$ cat src/rtl/cs_pkg.sv
package cs_pkg;

    typedef enum logic [3:0] {
        ST_IDLE,
        ST_WAIT,
        ST_START_HOLD,
        ST_START_CLK,
        ST_OWN,
        ST_RS_REL,
        ST_RS_HIGH,
        ST_STOP_LOW,
        ST_STOP_HIGH,
        ST_STOP_REL
    } seq_state_t;

    localparam logic [7:0] CODE_IDLE   = 8'hF8;
    localparam logic [7:0] CODE_START  = 8'h08;
    localparam logic [7:0] CODE_RSTART = 8'h10;
    localparam logic [7:0] CODE_BYTE   = 8'h28;
    localparam logic [7:0] CODE_STOP   = 8'hE0;

    localparam int B_EN   = 6;
    localparam int B_STA  = 5;
    localparam int B_STO  = 4;
    localparam int B_SI   = 3;
    localparam int B_MODE = 0;

endpackage

$ cat src/rtl/cs_bus_monitor.sv
// Synchronises the bus lines, tracks busy/free and counts idle cycles.
module cs_bus_monitor #(
    parameter int CNT_W  = 16,
    parameter int SYNC_N = 2
) (
    input  logic             clk,
    input  logic             rst_n,
    input  logic             scl_i,
    input  logic             sda_i,
    input  logic [CNT_W-1:0] tbuf_len,
    output logic             scl_s,
    output logic             stop_det,
    output logic             bus_busy,
    output logic             free_ok
);

    localparam int TOP = SYNC_N - 1;

    logic [SYNC_N-1:0] scl_sync, sda_sync;
    logic              scl_prev, sda_prev;
    logic              start_det;
    logic [CNT_W-1:0]  free_cnt;

    always_ff @(posedge clk or negedge rst_n) begin
        if (!rst_n) begin
            scl_sync <= '1;
            sda_sync <= '1;
            scl_prev <= 1'b1;
            sda_prev <= 1'b1;
        end else begin
            scl_sync <= {scl_sync[SYNC_N-2:0], scl_i};
            sda_sync <= {sda_sync[SYNC_N-2:0], sda_i};
            scl_prev <= scl_sync[TOP];
            sda_prev <= sda_sync[TOP];
        end
    end

    assign scl_s     = scl_sync[TOP];
    assign start_det = scl_prev & scl_sync[TOP] & sda_prev & ~sda_sync[TOP];
    assign stop_det  = scl_prev & scl_sync[TOP] & ~sda_prev & sda_sync[TOP];

    always_ff @(posedge clk or negedge rst_n) begin
        if (!rst_n) begin
            bus_busy <= 1'b0;
            free_cnt <= '0;
        end else begin
            if (start_det)     bus_busy <= 1'b1;
            else if (stop_det) bus_busy <= 1'b0;

            if (bus_busy || start_det || stop_det) free_cnt <= '0;
            else if (free_cnt < tbuf_len)          free_cnt <= free_cnt + 1'b1;
        end
    end

    assign free_ok = !bus_busy && (free_cnt >= tbuf_len);

endmodule

$ cat src/rtl/cs_phase_timer.sv
// Down counter for the SCL half-period of each timed state.
module cs_phase_timer #(
    parameter int CNT_W = 16
) (
    input  logic             clk,
    input  logic             rst_n,
    input  logic             load,
    input  logic [CNT_W-1:0] len,
    output logic             expired
);

    logic [CNT_W-1:0] cnt;

    always_ff @(posedge clk or negedge rst_n) begin
        if (!rst_n)          cnt <= '0;
        else if (load)       cnt <= len;
        else if (cnt != '0)  cnt <= cnt - 1'b1;
    end

    assign expired = (cnt == '0);

endmodule

$ cat src/rtl/cs_sequencer.sv
// Control/status registers and the condition state machine.
module cs_sequencer
    import cs_pkg::*;
(
    input  logic       clk,
    input  logic       rst_n,
    input  logic       wr_en,
    input  logic [7:0] wr_data,
    input  logic       rd_sel,
    output logic [7:0] rd_data,
    input  logic       slave_addressed,
    input  logic       byte_done,
    input  logic       scl_s,
    input  logic       stop_det,
    input  logic       bus_busy,
    input  logic       free_ok,
    input  logic       tmr_expired,
    output logic       tmr_load,
    output logic       scl_oe,
    output logic       sda_oe,
    output logic       irq,
    output logic       si_o,
    output logic       rs_o
);

    seq_state_t st_q, st_d;

    logic       sta_q, sto_q, si_q, en_q, mode_q;
    logic [7:0] status_q;
    logic       bytes_seen_q, rs_q, pend_q, stretch_q;
    logic       fsm_scl, fsm_sda;
    logic       ignored_unused;

    assign ignored_unused = ^{wr_data[7], wr_data[B_SI], wr_data[2:1]};

    // next-state logic
    always_comb begin
        st_d = st_q;
        unique case (st_q)
            ST_IDLE:       if (sta_q) st_d = ST_WAIT;
            ST_WAIT:       if (!pend_q && !bus_busy && free_ok) st_d = ST_START_HOLD;
            ST_START_HOLD: if (tmr_expired) st_d = ST_START_CLK;
            ST_START_CLK:  if (tmr_expired) st_d = ST_OWN;
            ST_OWN: begin
                if (!si_q) begin
                    if (sto_q)                      st_d = ST_STOP_LOW;
                    else if (sta_q && bytes_seen_q) st_d = ST_RS_REL;
                end
            end
            ST_RS_REL:     if (tmr_expired) st_d = ST_RS_HIGH;
            ST_RS_HIGH:    if (tmr_expired) st_d = ST_START_HOLD;
            ST_STOP_LOW:   if (tmr_expired) st_d = ST_STOP_HIGH;
            ST_STOP_HIGH:  if (tmr_expired) st_d = ST_STOP_REL;
            ST_STOP_REL:   if (stop_det) st_d = sta_q ? ST_WAIT : ST_IDLE;
            default:       st_d = ST_IDLE;
        endcase
    end

    // state register
    always_ff @(posedge clk or negedge rst_n) begin
        if (!rst_n) st_q <= ST_IDLE;
        else        st_q <= st_d;
    end

    assign tmr_load = (st_d != st_q);

    // line outputs per state
    always_comb begin
        fsm_scl = 1'b0;
        fsm_sda = 1'b0;
        unique case (st_q)
            ST_START_HOLD: fsm_sda = 1'b1;
            ST_START_CLK:  begin fsm_sda = 1'b1; fsm_scl = 1'b1; end
            ST_OWN:        begin fsm_sda = 1'b1; fsm_scl = 1'b1; end
            ST_RS_REL:     fsm_scl = 1'b1;
            ST_STOP_LOW:   begin fsm_sda = 1'b1; fsm_scl = 1'b1; end
            ST_STOP_HIGH:  fsm_sda = 1'b1;
            default:       ;
        endcase
    end

    // register file, flag and status updates
    always_ff @(posedge clk or negedge rst_n) begin
        if (!rst_n) begin
            sta_q        <= 1'b0;
            sto_q        <= 1'b0;
            si_q         <= 1'b0;
            en_q         <= 1'b0;
            mode_q       <= 1'b0;
            status_q     <= CODE_IDLE;
            bytes_seen_q <= 1'b0;
            rs_q         <= 1'b0;
            pend_q       <= 1'b0;
            stretch_q    <= 1'b0;
        end else begin
            if (wr_en) begin
                sta_q  <= wr_data[B_STA];
                sto_q  <= wr_data[B_STO];
                en_q   <= wr_data[B_EN];
                mode_q <= wr_data[B_MODE];
                si_q   <= 1'b0;
                if (st_q == ST_IDLE) status_q <= CODE_IDLE;
            end

            if (st_q == ST_WAIT && st_d == ST_START_HOLD) sta_q <= 1'b0;

            if (st_q == ST_OWN && st_d == ST_RS_REL) begin
                sta_q <= 1'b0;
                rs_q  <= 1'b1;
            end

            if (st_q == ST_START_CLK && st_d == ST_OWN) begin
                si_q         <= 1'b1;
                status_q     <= rs_q ? CODE_RSTART : CODE_START;
                rs_q         <= 1'b0;
                bytes_seen_q <= 1'b0;
            end

            if (st_q == ST_OWN && st_d == ST_OWN && !si_q && byte_done) begin
                si_q         <= 1'b1;
                status_q     <= CODE_BYTE;
                bytes_seen_q <= 1'b1;
            end

            if (st_q == ST_STOP_REL && stop_det) begin
                sto_q <= 1'b0;
                if (!sta_q) begin
                    si_q     <= 1'b1;
                    status_q <= CODE_STOP;
                end
            end

            if (st_q == ST_IDLE && st_d == ST_WAIT) pend_q <= slave_addressed;
            else if (stop_det)                     pend_q <= 1'b0;

            stretch_q <= si_q & (~scl_s | stretch_q);
        end
    end

    assign rd_data = rd_sel ? status_q
                            : {1'b0, en_q, sta_q, sto_q, si_q, 2'b00, mode_q};
    assign scl_oe  = fsm_scl | stretch_q;
    assign sda_oe  = fsm_sda;
    assign irq     = si_q & en_q;
    assign si_o    = si_q;
    assign rs_o    = rs_q;

endmodule

$ cat src/rtl/i2c_cond_seq.sv
module i2c_cond_seq #(
    parameter int CNT_W = 16
) (
    input  logic             clk,
    input  logic             rst_n,
    input  logic [CNT_W-1:0] cfg_tbuf,
    input  logic [CNT_W-1:0] cfg_half,
    input  logic             wr_en,
    input  logic [7:0]       wr_data,
    input  logic             rd_sel,
    output logic [7:0]       rd_data,
    input  logic             slave_addressed,
    input  logic             byte_done,
    input  logic             scl_i,
    input  logic             sda_i,
    output logic             scl_oe,
    output logic             sda_oe,
    output logic             irq
);

    logic [CNT_W-1:0] tbuf_q, half_q;
    logic scl_s, stop_det, bus_busy, free_ok;
    logic tmr_load, tmr_expired, si_flag, rs_flag;

    // timing configuration captured while reset is held
    always_ff @(posedge clk) begin
        if (!rst_n) begin
            tbuf_q <= cfg_tbuf;
            half_q <= cfg_half;
        end
    end

    cs_bus_monitor #(.CNT_W(CNT_W), .SYNC_N(2)) u_mon (
        .clk(clk), .rst_n(rst_n), .scl_i(scl_i), .sda_i(sda_i),
        .tbuf_len(tbuf_q), .scl_s(scl_s), .stop_det(stop_det),
        .bus_busy(bus_busy), .free_ok(free_ok)
    );

    cs_phase_timer #(.CNT_W(CNT_W)) u_tmr (
        .clk(clk), .rst_n(rst_n), .load(tmr_load), .len(half_q),
        .expired(tmr_expired)
    );

    cs_sequencer u_seq (
        .clk(clk), .rst_n(rst_n), .wr_en(wr_en), .wr_data(wr_data),
        .rd_sel(rd_sel), .rd_data(rd_data),
        .slave_addressed(slave_addressed), .byte_done(byte_done),
        .scl_s(scl_s), .stop_det(stop_det), .bus_busy(bus_busy),
        .free_ok(free_ok), .tmr_expired(tmr_expired), .tmr_load(tmr_load),
        .scl_oe(scl_oe), .sda_oe(sda_oe), .irq(irq),
        .si_o(si_flag), .rs_o(rs_flag)
    );

endmodule

$ cat config.mk
export PLATFORM = sky130hd
export DESIGN_NAME = i2c_cond_seq
export DESIGN_NICKNAME = d
export VERILOG_FILES = /design/src/rtl/cs_pkg.sv /design/src/rtl/cs_bus_monitor.sv /design/src/rtl/cs_phase_timer.sv /design/src/rtl/cs_sequencer.sv /design/src/rtl/i2c_cond_seq.sv
export SDC_FILE = /design/constraint.sdc
export NUM_CORES = 1
export LEC_CHECK = 0
export ABC_AREA = 1
export BUFFER_PORTS_ARGS = -buffer_cell sky130_fd_sc_hd__buf_4
export CORE_AREA = 2 2 123 125
export DETAILED_ROUTE_END_ITERATION = 16
export DIE_AREA = 0 0 125 127
export GPL_ROUTABILITY_DRIVEN = 0
export SLEW_MARGIN = 20
export SYNTH_ARGS = -nofsm -noshare
export SYNTH_HDL_FRONTEND = slang
export SYNTH_SLANG_ARGS = --single-unit
$ cat constraint.sdc
create_clock -name clk -period 2.4 [get_ports clk]
set_input_delay 0.24 -clock clk [delete_from_list [all_inputs] [get_ports clk]]
set_output_delay 0.24 -clock clk [all_outputs]
set_load 0.01 [all_outputs]
==> After elaboration in Yosys (flattened, before gate mapping) <==
Index checks and enable logic that the tools add are counted.
W data, S select, Z words.
{ "word_totals": {"input_bits": 48, "regBits": 92, "out_inout_bits": 11} }
{ "classes": {"bitwise": 12, "n_addsub": 2, "n_mux": 45, "n_eq_ne": 14, "n_lt_le_gt_ge": 2, "n_reduce_logical": 30} }
{ "op_table": {"columns": ["operator", "count"], "rows": [
  ["$mux W16", 4],
  ["$mux W8", 7],
  ["$mux W4", 12],
  ["$pmux W4 S10", 1],
  ["$eq A4 B3 Y1 const B", 6],
  ["$mux W1", 20],
  ["$add A16 B1 Y16 const B", 1],
  ["$ge A16 B16 Y1", 1],
  ["$logic_not A16 Y1", 1],
  ["$lt A16 B16 Y1", 1],
  ["$reduce_bool A16 Y1", 1],
  ["$sub A16 B1 Y16 const B", 1],
  ["$reduce_bool A2 Y1", 7],
  ["$eq A4 B2 Y1 const B", 3],
  ["$logic_and A1 B1 Y1", 12],
  ["$eq A4 B1 Y1 const B", 2],
  ["$eq A4 B4 Y1 const B", 2],
  ["$and A1 B1 Y1", 7],
  ["$mux W5", 1],
  ["$reduce_or A5 Y1", 1],
  ["$logic_not A4 Y1", 1],
  ["$ne A4 B4 Y1", 1],
  ["$reduce_or A4 Y1", 1],
  ["$logic_not A1 Y1", 3],
  ["other kinds (4)", 8]
]} }

==> Depth between registers and ports, before layout <==
Gate-level depths: netlist of run 1.
{ "depth": {"word_depth": 12, "ltp_mapped": 19} }

==> Modules after synthesis <==
A second synthesis of run 1 with hierarchy kept.
{ "unflattened": {"hier_cells": 624, "area_unflattened_um2": 5168.7} }
{ "by_module_without_submodules": {"columns": ["mod", "area_each_um2", "seq_area_each_um2", "cells_per_inst", "instances"], "rows": [
  ["cs_bus_monitor", 1762.9, 583.1, 248, 1],
  ["cs_sequencer", 1256.2, 531.8, 176, 1],
  ["cs_phase_timer", 1184.9, 400.4, 167, 1],
  ["i2c_cond_seq", 964.7, 960.9, 33, 1]
]} }

==> Worst setup path before layout of run 1 <==
No wires, ideal clock.
{ "synth_path": {"kind": "register -> register", "startpoint": "register u_mon.free_cnt[11]", "endpoint": "register u_mon.free_cnt[8]", "arrival_ns": 1.736, "path_buffers": 0, "setup_time_ns": 0.117, "t_required_ns": 2.283, "stages_incl_launch_ff": 12, "slack_ns": 0.547, "cell_sequence": "dfrtp_1 ha_1 a21oi_1 nand2_1 a21oi_1 nand2_1 nand2_2 nand3_1 nor2_2 nand2_1 nor2_1 nor2_1"} }
{ "synth_between": {"elab_chain_cells": 2} }
{ "synth_rtl": {"columns": ["item", "line", "source"], "rows": [
  ["start: declaration", "cs_bus_monitor.sv:22", "logic [CNT_W-1:0] free_cnt;"],
  ["start signal: assignment", "cs_bus_monitor.sv:51", "else if (free_cnt < tbuf_len) free_cnt <= free_cnt + 1'b1;"],
  ["$lt A16 B16 Y1", "cs_bus_monitor.sv:51", null],
  ["$reduce_bool A2 Y1 (no line)", null, null]
]} }
Every way passes these cells.
A chain may end at the register's enable or synchronous reset.

==> Worst setup path after layout of run 1 <==
{ "layout_path": {"startpoint": "register u_tmr.cnt[0]", "endpoint": "register u_tmr.cnt[15]"} }
{ "layout_between": {"elab_chain_cells": 5, "word_cells_on_any_way": 14} }
{ "layout_rtl": {"columns": ["item", "line", "source"], "rows": [
  ["start: declaration", "cs_phase_timer.sv:12", "logic [CNT_W-1:0] cnt;"],
  ["start signal: assignment", "cs_phase_timer.sv:16", "else if (load) cnt <= len;"],
  ["start signal: assignment", "cs_phase_timer.sv:17", "else if (cnt != '0) cnt <= cnt - 1'b1;"],
  ["$logic_not A16 Y1", "cs_phase_timer.sv:20", "assign expired = (cnt == '0);"],
  ["$mux W4 (tied with other cells)", "cs_sequencer.sv:53", "ST_STOP_HIGH: if (tmr_expired) st_d = ST_STOP_REL;"],
  ["$pmux W4 S10", "cs_sequencer.sv:39", "unique case (st_q)"],
  ["$ne A4 B4 Y1", "cs_sequencer.sv:65", "assign tmr_load = (st_d != st_q);"],
  ["$mux W16 or $reduce_bool A2 Y1 (tied branches)", null, null]
]} }
Several ways; a longest one is shown, not always the timed one. The select of a mux whose other input is x is not followed.

==> results of run 1 <==
-- layer usage --
| layer | up-vias | GRT usage [%] | routed length, um |
|---|---|---|---|
| li1 | 1929 | - | - |
| met1 | 1782 | 18.4 | 4800 |
| met2 | 84 | 21.6 | 4620 |
| met3 | 18 | 3.52 | 480 |
| met4 | 0 | 4.51 | 192 |
| met5 | - | 0 | 0 |
-- placed cells by master (no fill, tap or decap), drive strengths merged, types with 2 or more instances in the layout --
cell,n
nand2,128
inv,92
buf,62
nor2,61
dfrtp,49
o21ai,40
nand3,36
edfxtp,32
a21oi,19
ha,18
nand4,15
xor2,14
dfstp,11
clkbuf,10
nor3,10
o31ai,4
xnor2,4
clkinv,4
nor4,3
or2,2
nor3b,2
bufinv,2
dlygate4sd3,2
-- kinds of logic (layout without fill, tap and decap cells) --
logic type                 after synthesis  count (layout)  synth area share (%)
AOI/OAI and AO/OA                       65              65                  8.11
xor gates and xnor gates                18              18                  3.16
adders and majority gates               18              18                  4.52
buffers and inverters                  102             172                  8.54
DFF                                     92              92                  49.7
muxes                                    1               1                 0.226
and+or+nand+nor                        259             259                  25.8
-- stage by stage --
stage                     instances  util (%)  total power [mW]  worst slack, ns  hold slack [ns]
after floorplan                 555         -              2.91            0.547          -0.0556
after global placement          791      39.0              3.16            0.286            0.349
after detailed placement        791      39.0              3.20            0.258            0.347
after CTS                       809      41.3              4.74            0.238           0.0534
after global routing            809      41.3              5.01           0.0486           0.0477
final                           809      41.3              4.68            0.249           0.0621
-- worst register-to-register path: stages (launching register included) --
cell and delay [ns]:
dfrtp_1 0.36, inv_1 0.10, ha_1 0.25, nand2_4 0.11
nor2_1 0.16, nand2_1 0.08, nand2_1 0.09, nand2_2 0.11
nand4_1 0.12, nand3_2 0.10, nor2_4 0.17, nand2_4 0.09
buf_12 0.17, nand2_1 0.08, o21ai_2 0.05
-- synthesized netlist by cell type (all sizes together) --
library cell,n,share of area [%]
nand2,128,11
inv,92,6.9
nor2,61,6.2
dfrtp,49,25
o21ai,40,5.2
nand3,36,4.3
edfxtp,32,19
a21oi,19,2.0
ha,18,4.5
nand4,15,2.2
xor2,14,2.5
dfstp,11,5.8
nor3,10,1.2
buf,7,1.4
o31ai,4,0.60
xnor2,4,0.70
clkbuf,3,0.23
nor4,3,0.38
nor3b,2,0.30
or2,2,0.25
a21o,1,0.15
and3,1,0.13
mux2,1,0.23
o211ai,1,0.15
or3,1,0.13
-- power by group through the flow --
stage	Sequential, mW	Clock (mW)	Combinational (mW)
5_1_grt	2.06	1.65	1.30
3_3_place_gp	2.05	0	1.11
4_1_cts	2.03	1.56	1.15
3_5_place_dp	2.06	0	1.14
2_1_floorplan	2.02	0	0.892
6_report	2.03	1.52	1.13
-- final cells by class --
class | instances | area (um2)
clock buffer | 10 | 239
timing repair buffer | 64 | 510
multi-input combinational | 361 | 2080
sequential | 92 | 2480
inverter | 92 | 345
clock inverter | 6 | 77.6
fill | 1427 | 8460
tap | 184 | 230
-- worst paths after layout --
path	start	cells past startpoint	to	slack, ns
worst max-delay path	u_tmr.cnt[0]	14	u_tmr.cnt[15]	0.25
worst min-delay path	rst_n	2	u_tmr.cnt[4]	0.06
worst max register to register	u_tmr.cnt[0]	14	u_tmr.cnt[15]	0.25
worst min register to register	u_mon.scl_sync[0]	0	u_mon.scl_sync[1]	0.35
max in group asynchronous	rst_n	2	u_tmr.cnt[13]	1.80
min in group clk	cfg_tbuf[3]	1	tbuf_q[3]	0.07
-- registers in the layout, summed over array words and instances, names as in the netlist, 2 cells and up --
signal	flops
half_q	16
u_seq.status_q	8
u_mon.free_cnt	16
u_seq.st_q	4
u_mon.scl_sync	2
tbuf_q	16
u_tmr.cnt	16
u_mon.sda_sync	2
-- timing repair --
| action | CTS | global route |
|---|---|---|
| buffers inserted | 0 | 0 |
| endpoints found under the setup margin | 0 | 0 |
| endpoints found under the hold margin | 2 | 0 |
| hold buffers | 2 | 0 |
==> out/summary.txt, run 1 <==
sequential power share = 43.4%
latest clock arrival within the worst-skew pair = 0.35 ns
Peak Freq = 465 MHz
Hold Fails Final Rpt = 0
CP bufs+invs = 2
CP most frequent cell = nand2_1
slew margin rel. = 46.8%
Critical Path AT = 2.39 ns
Clk Tree Root Cell = clkbuf_16
Routed Antenna Nets = 0
dpl hpwl = 7.54 mm
vias in the first global route = 3758
Static Leak = 2.92 nW
CTS resizes = 0
residual DRC count = 0
cell-internal power = 3.27 mW
mapped cell area = 4980 um2
Setup TNS = 0 ns
Die H = 127 um
Switching Share = 30.2%
Syn Nets = 621
Switch Pwr = 1.42 mW
gr ovfl total = 0
Synth cell types = 40
nets@finish = 686
Tightest Pin Transition = 0.799 ns
critical path required time = 2.64 ns
CTS tree = done
first-pass GRT wire length = 17.6 mm
P&R area growth vs syn = 19.6%
antenna cell count = 0
Power Dens Cells = 786 nW/um2
placed instance area = 5620 um2
Ports = 59
WL/cell = 12.5 um
syn_area_per_cell = 8.98 um2
Final Cell Area = 5960 um2
largest net degree at the start of global routing = 61
CP Class = reg -> reg
Vias = 3813
final WL = 10.1 mm
Clk pwr share = 32.4%
port bufs = 54
TritonCTS Sinks = 92
Crit. End Element = flop
Seq cells post-synth = 92
Synth Instances = 555
max-capacitance violation count = 0
initial core utilization = 34.6%
clock skew = 0.00817 ns
antenna violations before repair = 0
first-pass detailed-route iteration total = 5
register area share after synthesis = 49.7%
Setup Viol. Count Final = 0
core area = 14400 um2
Hold Crit Class = in -> async
RSZ-0062 raised after global routing = no
min cycle time layout = 2.15 ns
Combinational Power Share = 24.2%
CP max FO = 19
row cnt = 44
Clock Path Buffers = 2
Crit path max-delay family = simple AND/OR/NAND/NOR gates
die area = 15900 um2
die width = 125 um
Critical Path Source Type = flop
crit-path cells = inv_1 > ha_1 > nand2_4 > nor2_1 > nand2_1 > nand2_1 > nand2_2 > nand4_1 > nand3_2 > nor2_4 > nand2_4 > buf_12 > nand2_1 > o21ai_2
layout cells sized above 1 = 24.3%
vias per cell = 4.71
VDD IR-drop max = 0.405 mV
clock slew at reported path FFs = 0.07 ns
synth warn = 0
Num CTS Buffers = 9
GRT Total Usage = 13.7%
CP peak stage delay = 0.36 ns
status = finished, final reports clean
initial drt markers = 220
Pins Over Slew Limit = 0
htree depth = 3
crit share post-route = 89.6%
CP max-delay cell = dfrtp_1
Power figures use the tool's default switching activity.
==> run 2, diff against run 1 <==
Settings changed: CORE_AREA 2 2 123 125 to 4 4 125 127, CTS_CLUSTER_SIZE set to 12, DIE_AREA 0 0 125 127 to 0 0 129 131.
==> run 2 against run 1 <==
  * Via count shrank 0.13%
  * Maximum frequency is essentially flat
  * Non-clock buffer count is the same
  * Cell count is the same
  * Combinational power is essentially flat
  * Total power shrank 0.88%
  * Worst setup slack is essentially flat
  * Clock power shrank 3%
  * Sequential share of layout area is essentially flat
  * Die area grew 6.5%
  * Flip-flop and latch count is the same
  * First-iteration DRC count grew 22%
==> out/summary.txt, run 2 (same netlist as run 1, synthesis figures left out) <==
status = finished, final reports clean (unchanged)
crit path from = u_tmr.cnt[0] (unchanged)
CP most frequent cell = nand2_1 (unchanged)
Switching Share = 31.1% (was 30.2%)
nets@finish = 686 (unchanged)
met2 WL = 4.81 mm (was 4.62 mm)
Met3 Wirelength = 415 um (was 480 um)
WL/cell = 12.7 um (was 12.5 um)
antenna cell count = 0 (unchanged)
initial drt markers = 269 (was 220)
Crit Reg-Reg Startpoint = u_tmr.cnt[0] (unchanged)
max-capacitance violation count = 0 (unchanged)
Clock Path Buffers = 2 (unchanged)
Pins Over Slew Limit = 0 (unchanged)
most frequent cells in the layout = 110 x nand2_1, 87 x inv_1, 60 x buf_4 (unchanged)
row cnt = 44 (unchanged)
wl on met1 = 4.82 mm (was 4.80 mm)
worst setup margin = 0.249 ns (about the same)
Hold Fails Final Rpt = 0 (unchanged)
port bufs = 54 (unchanged)
Hold Crit Class = in -> reg (was in -> async)
gr ovfl total = 0 (unchanged)
Power Dens Cells = 778 nW/um2 (was 786 nW/um2)
RSZ-0062 raised after global routing = no (unchanged)
core area = 14400 um2 (unchanged)
die area = 16900 um2 (was 15900 um2)
dpl hpwl = 7.64 mm (was 7.54 mm)
TritonCTS Sinks = 92 (unchanged)
Setup TNS = 0 ns (unchanged)
Setup Viol. Count Final = 0 (unchanged)
Peak Freq = 465 MHz (about the same)
clock slew at reported path FFs = 0.06 ns (was 0.07 ns)
crit share post-route = 89.6% (about the same)
Routed Antenna Nets = 0 (unchanged)
clock skew = 0.00783 ns (was 0.00817 ns)
crit-path cells = inv_1 > ha_1 > nand2_4 > nor2_1 > nand2_1 > nand2_1 > nand2_2 > nand4_1 > nand3_2 > nor2_4 > nand2_4 > buf_12 > nand2_1 > o21ai_2 (unchanged)
CTS tree = done (unchanged)
final WL = 10.3 mm (was 10.1 mm)
sequential power share = 43.8% (was 43.4%)
Combinational Power Share = 24.5% (was 24.2%)
CP peak stage delay = 0.36 ns (about the same)
first-pass GRT wire length = 17.8 mm (was 17.6 mm)
CP max-delay cell = dfrtp_1 (unchanged)
Max Used Layer = met4 (unchanged)
die width = 129 um (was 125 um)
cell-internal power = 3.20 mW (was 3.27 mW)
min cycle time layout = 2.15 ns (about the same)
vias in the first global route = 3837 (was 3758)
first-pass detailed-route iteration total = 4 (was 5)
fillers = 1426 (was 1427)
Vias = 3808 (was 3813)
VDD IR-drop max = 0.364 mV (was 0.405 mV)
CP Class = reg -> reg (unchanged)
residual DRC count = 0 (unchanged)
hold_sp = cfg_tbuf[2]
Ports = 59 (unchanged)
overall power = 4.64 mW (was 4.68 mW)
Critical Path Source Type = flop (unchanged)
Clk Tree Root Cell = clkbuf_16 (unchanged)
slew margin rel. = 49.4% (was 46.8%)
Place WS = 0.197 ns (was 0.258 ns)
initial core utilization = 34.6% (unchanged)
commonest non-fill, non-tap cell in the layout = nand2_1 (unchanged)
Static Leak = 2.93 nW (was 2.92 nW)
GRT Total Usage = 13.3% (was 13.7%)
Num CTS Buffers = 9 (unchanged)
antenna violations before repair = 0 (unchanged)
P&R area growth vs syn = 19.7% (was 19.6%)
largest net degree at the start of global routing = 61 (unchanged)
Crit. End Element = flop (unchanged)
htree depth = 3 (unchanged)
Die H = 131 um (was 127 um)
Critical Path AT = 2.39 ns (about the same)
vias per cell = 4.71 (about the same)
critical path required time = 2.64 ns (about the same)
Tightest Pin Transition = 0.759 ns (was 0.799 ns)
latest clock arrival within the worst-skew pair = 0.35 ns (about the same)
layout cells sized above 1 = 24.8% (was 24.3%)
Clk pwr share = 31.7% (was 32.4%)
Switch Pwr = 1.44 mW (was 1.42 mW)
CP max FO = 15 (was 19)
run 2: what timing repair did:
item                                    4_1_cts  5_1_grt
gates resized for setup                       0        1
endpoints found under the setup margin        0        2
buffers inserted                              0        0
hold buffers                                  2        0
hold endpoints to repair                      2        0
run 2: stage by stage:
| stage | utilization [%] | cell area [um2] | std cells | hold WS (ns) |
|---|---|---|---|---|
| 4_1_cts | 41.2 | 5940 | 808 | 0.0435 |
| 3_5_place_dp | 38.9 | 5600 | 790 | 0.351 |
| 6_report | 41.4 | 5970 | 809 | 0.0608 |
| 2_1_floorplan | - | 4980 | 555 | -0.0556 |
| 3_3_place_gp | 38.9 | 5600 | 790 | 0.350 |
| 5_1_grt | 41.4 | 5970 | 809 | 0.0472 |
run 2: worst paths after layout:
kind	slack, ns	endpoint	depth (start not counted)
max	0.25	u_tmr.cnt[3]	14
min	0.06	tbuf_q[2]	1
max reg2reg	0.25	u_tmr.cnt[3]	14
min reg2reg	0.36	u_mon.sda_sync[1]	0
max in group asynchronous	1.84	u_seq.mode_q	2
min in group asynchronous	0.08	u_mon.free_cnt[3]	2
run 2: layout make-up:
| class | count | area, um2 | share of cell area, % |
|---|---|---|---|
| multi-input combinational | 361 | 2080 | 34.9 |
| tap | 184 | 230 | 3.86 |
| timing repair buffer | 64 | 515 | 8.64 |
| sequential | 92 | 2480 | 41.5 |
| clock buffer | 12 | 289 | 4.84 |
| inverter | 92 | 345 | 5.79 |
| clock inverter | 4 | 25.0 | 0.419 |
run 2: worst max-delay path: cells and delay by family (launching register included):
kind	cells	cell delay (ns)
adders and majority gates	1	0.25
DFF	1	0.36
and+or+nand+nor	10	1.10
AOI/OAI and AO/OA	1	0.06
buffers and inverters	2	0.26
run 2: metal layers:
layer	track usage [%]	vias to the layer above
li1	-	1926
met1	17.4	1797
met2	20.9	68
met3	3.01	17
met4	6.42	0
met5	0	-
run 2: power groups by stage:
stage | combinational [mW] | sequential [mW] | clock [mW]
2_1_floorplan | 0.892 | 2.02 | 0
3_3_place_gp | 1.09 | 2.05 | 0
3_5_place_dp | 1.11 | 2.06 | 0
4_1_cts | 1.13 | 2.03 | 1.53
5_1_grt | 1.30 | 2.06 | 1.59
6_report | 1.14 | 2.03 | 1.47
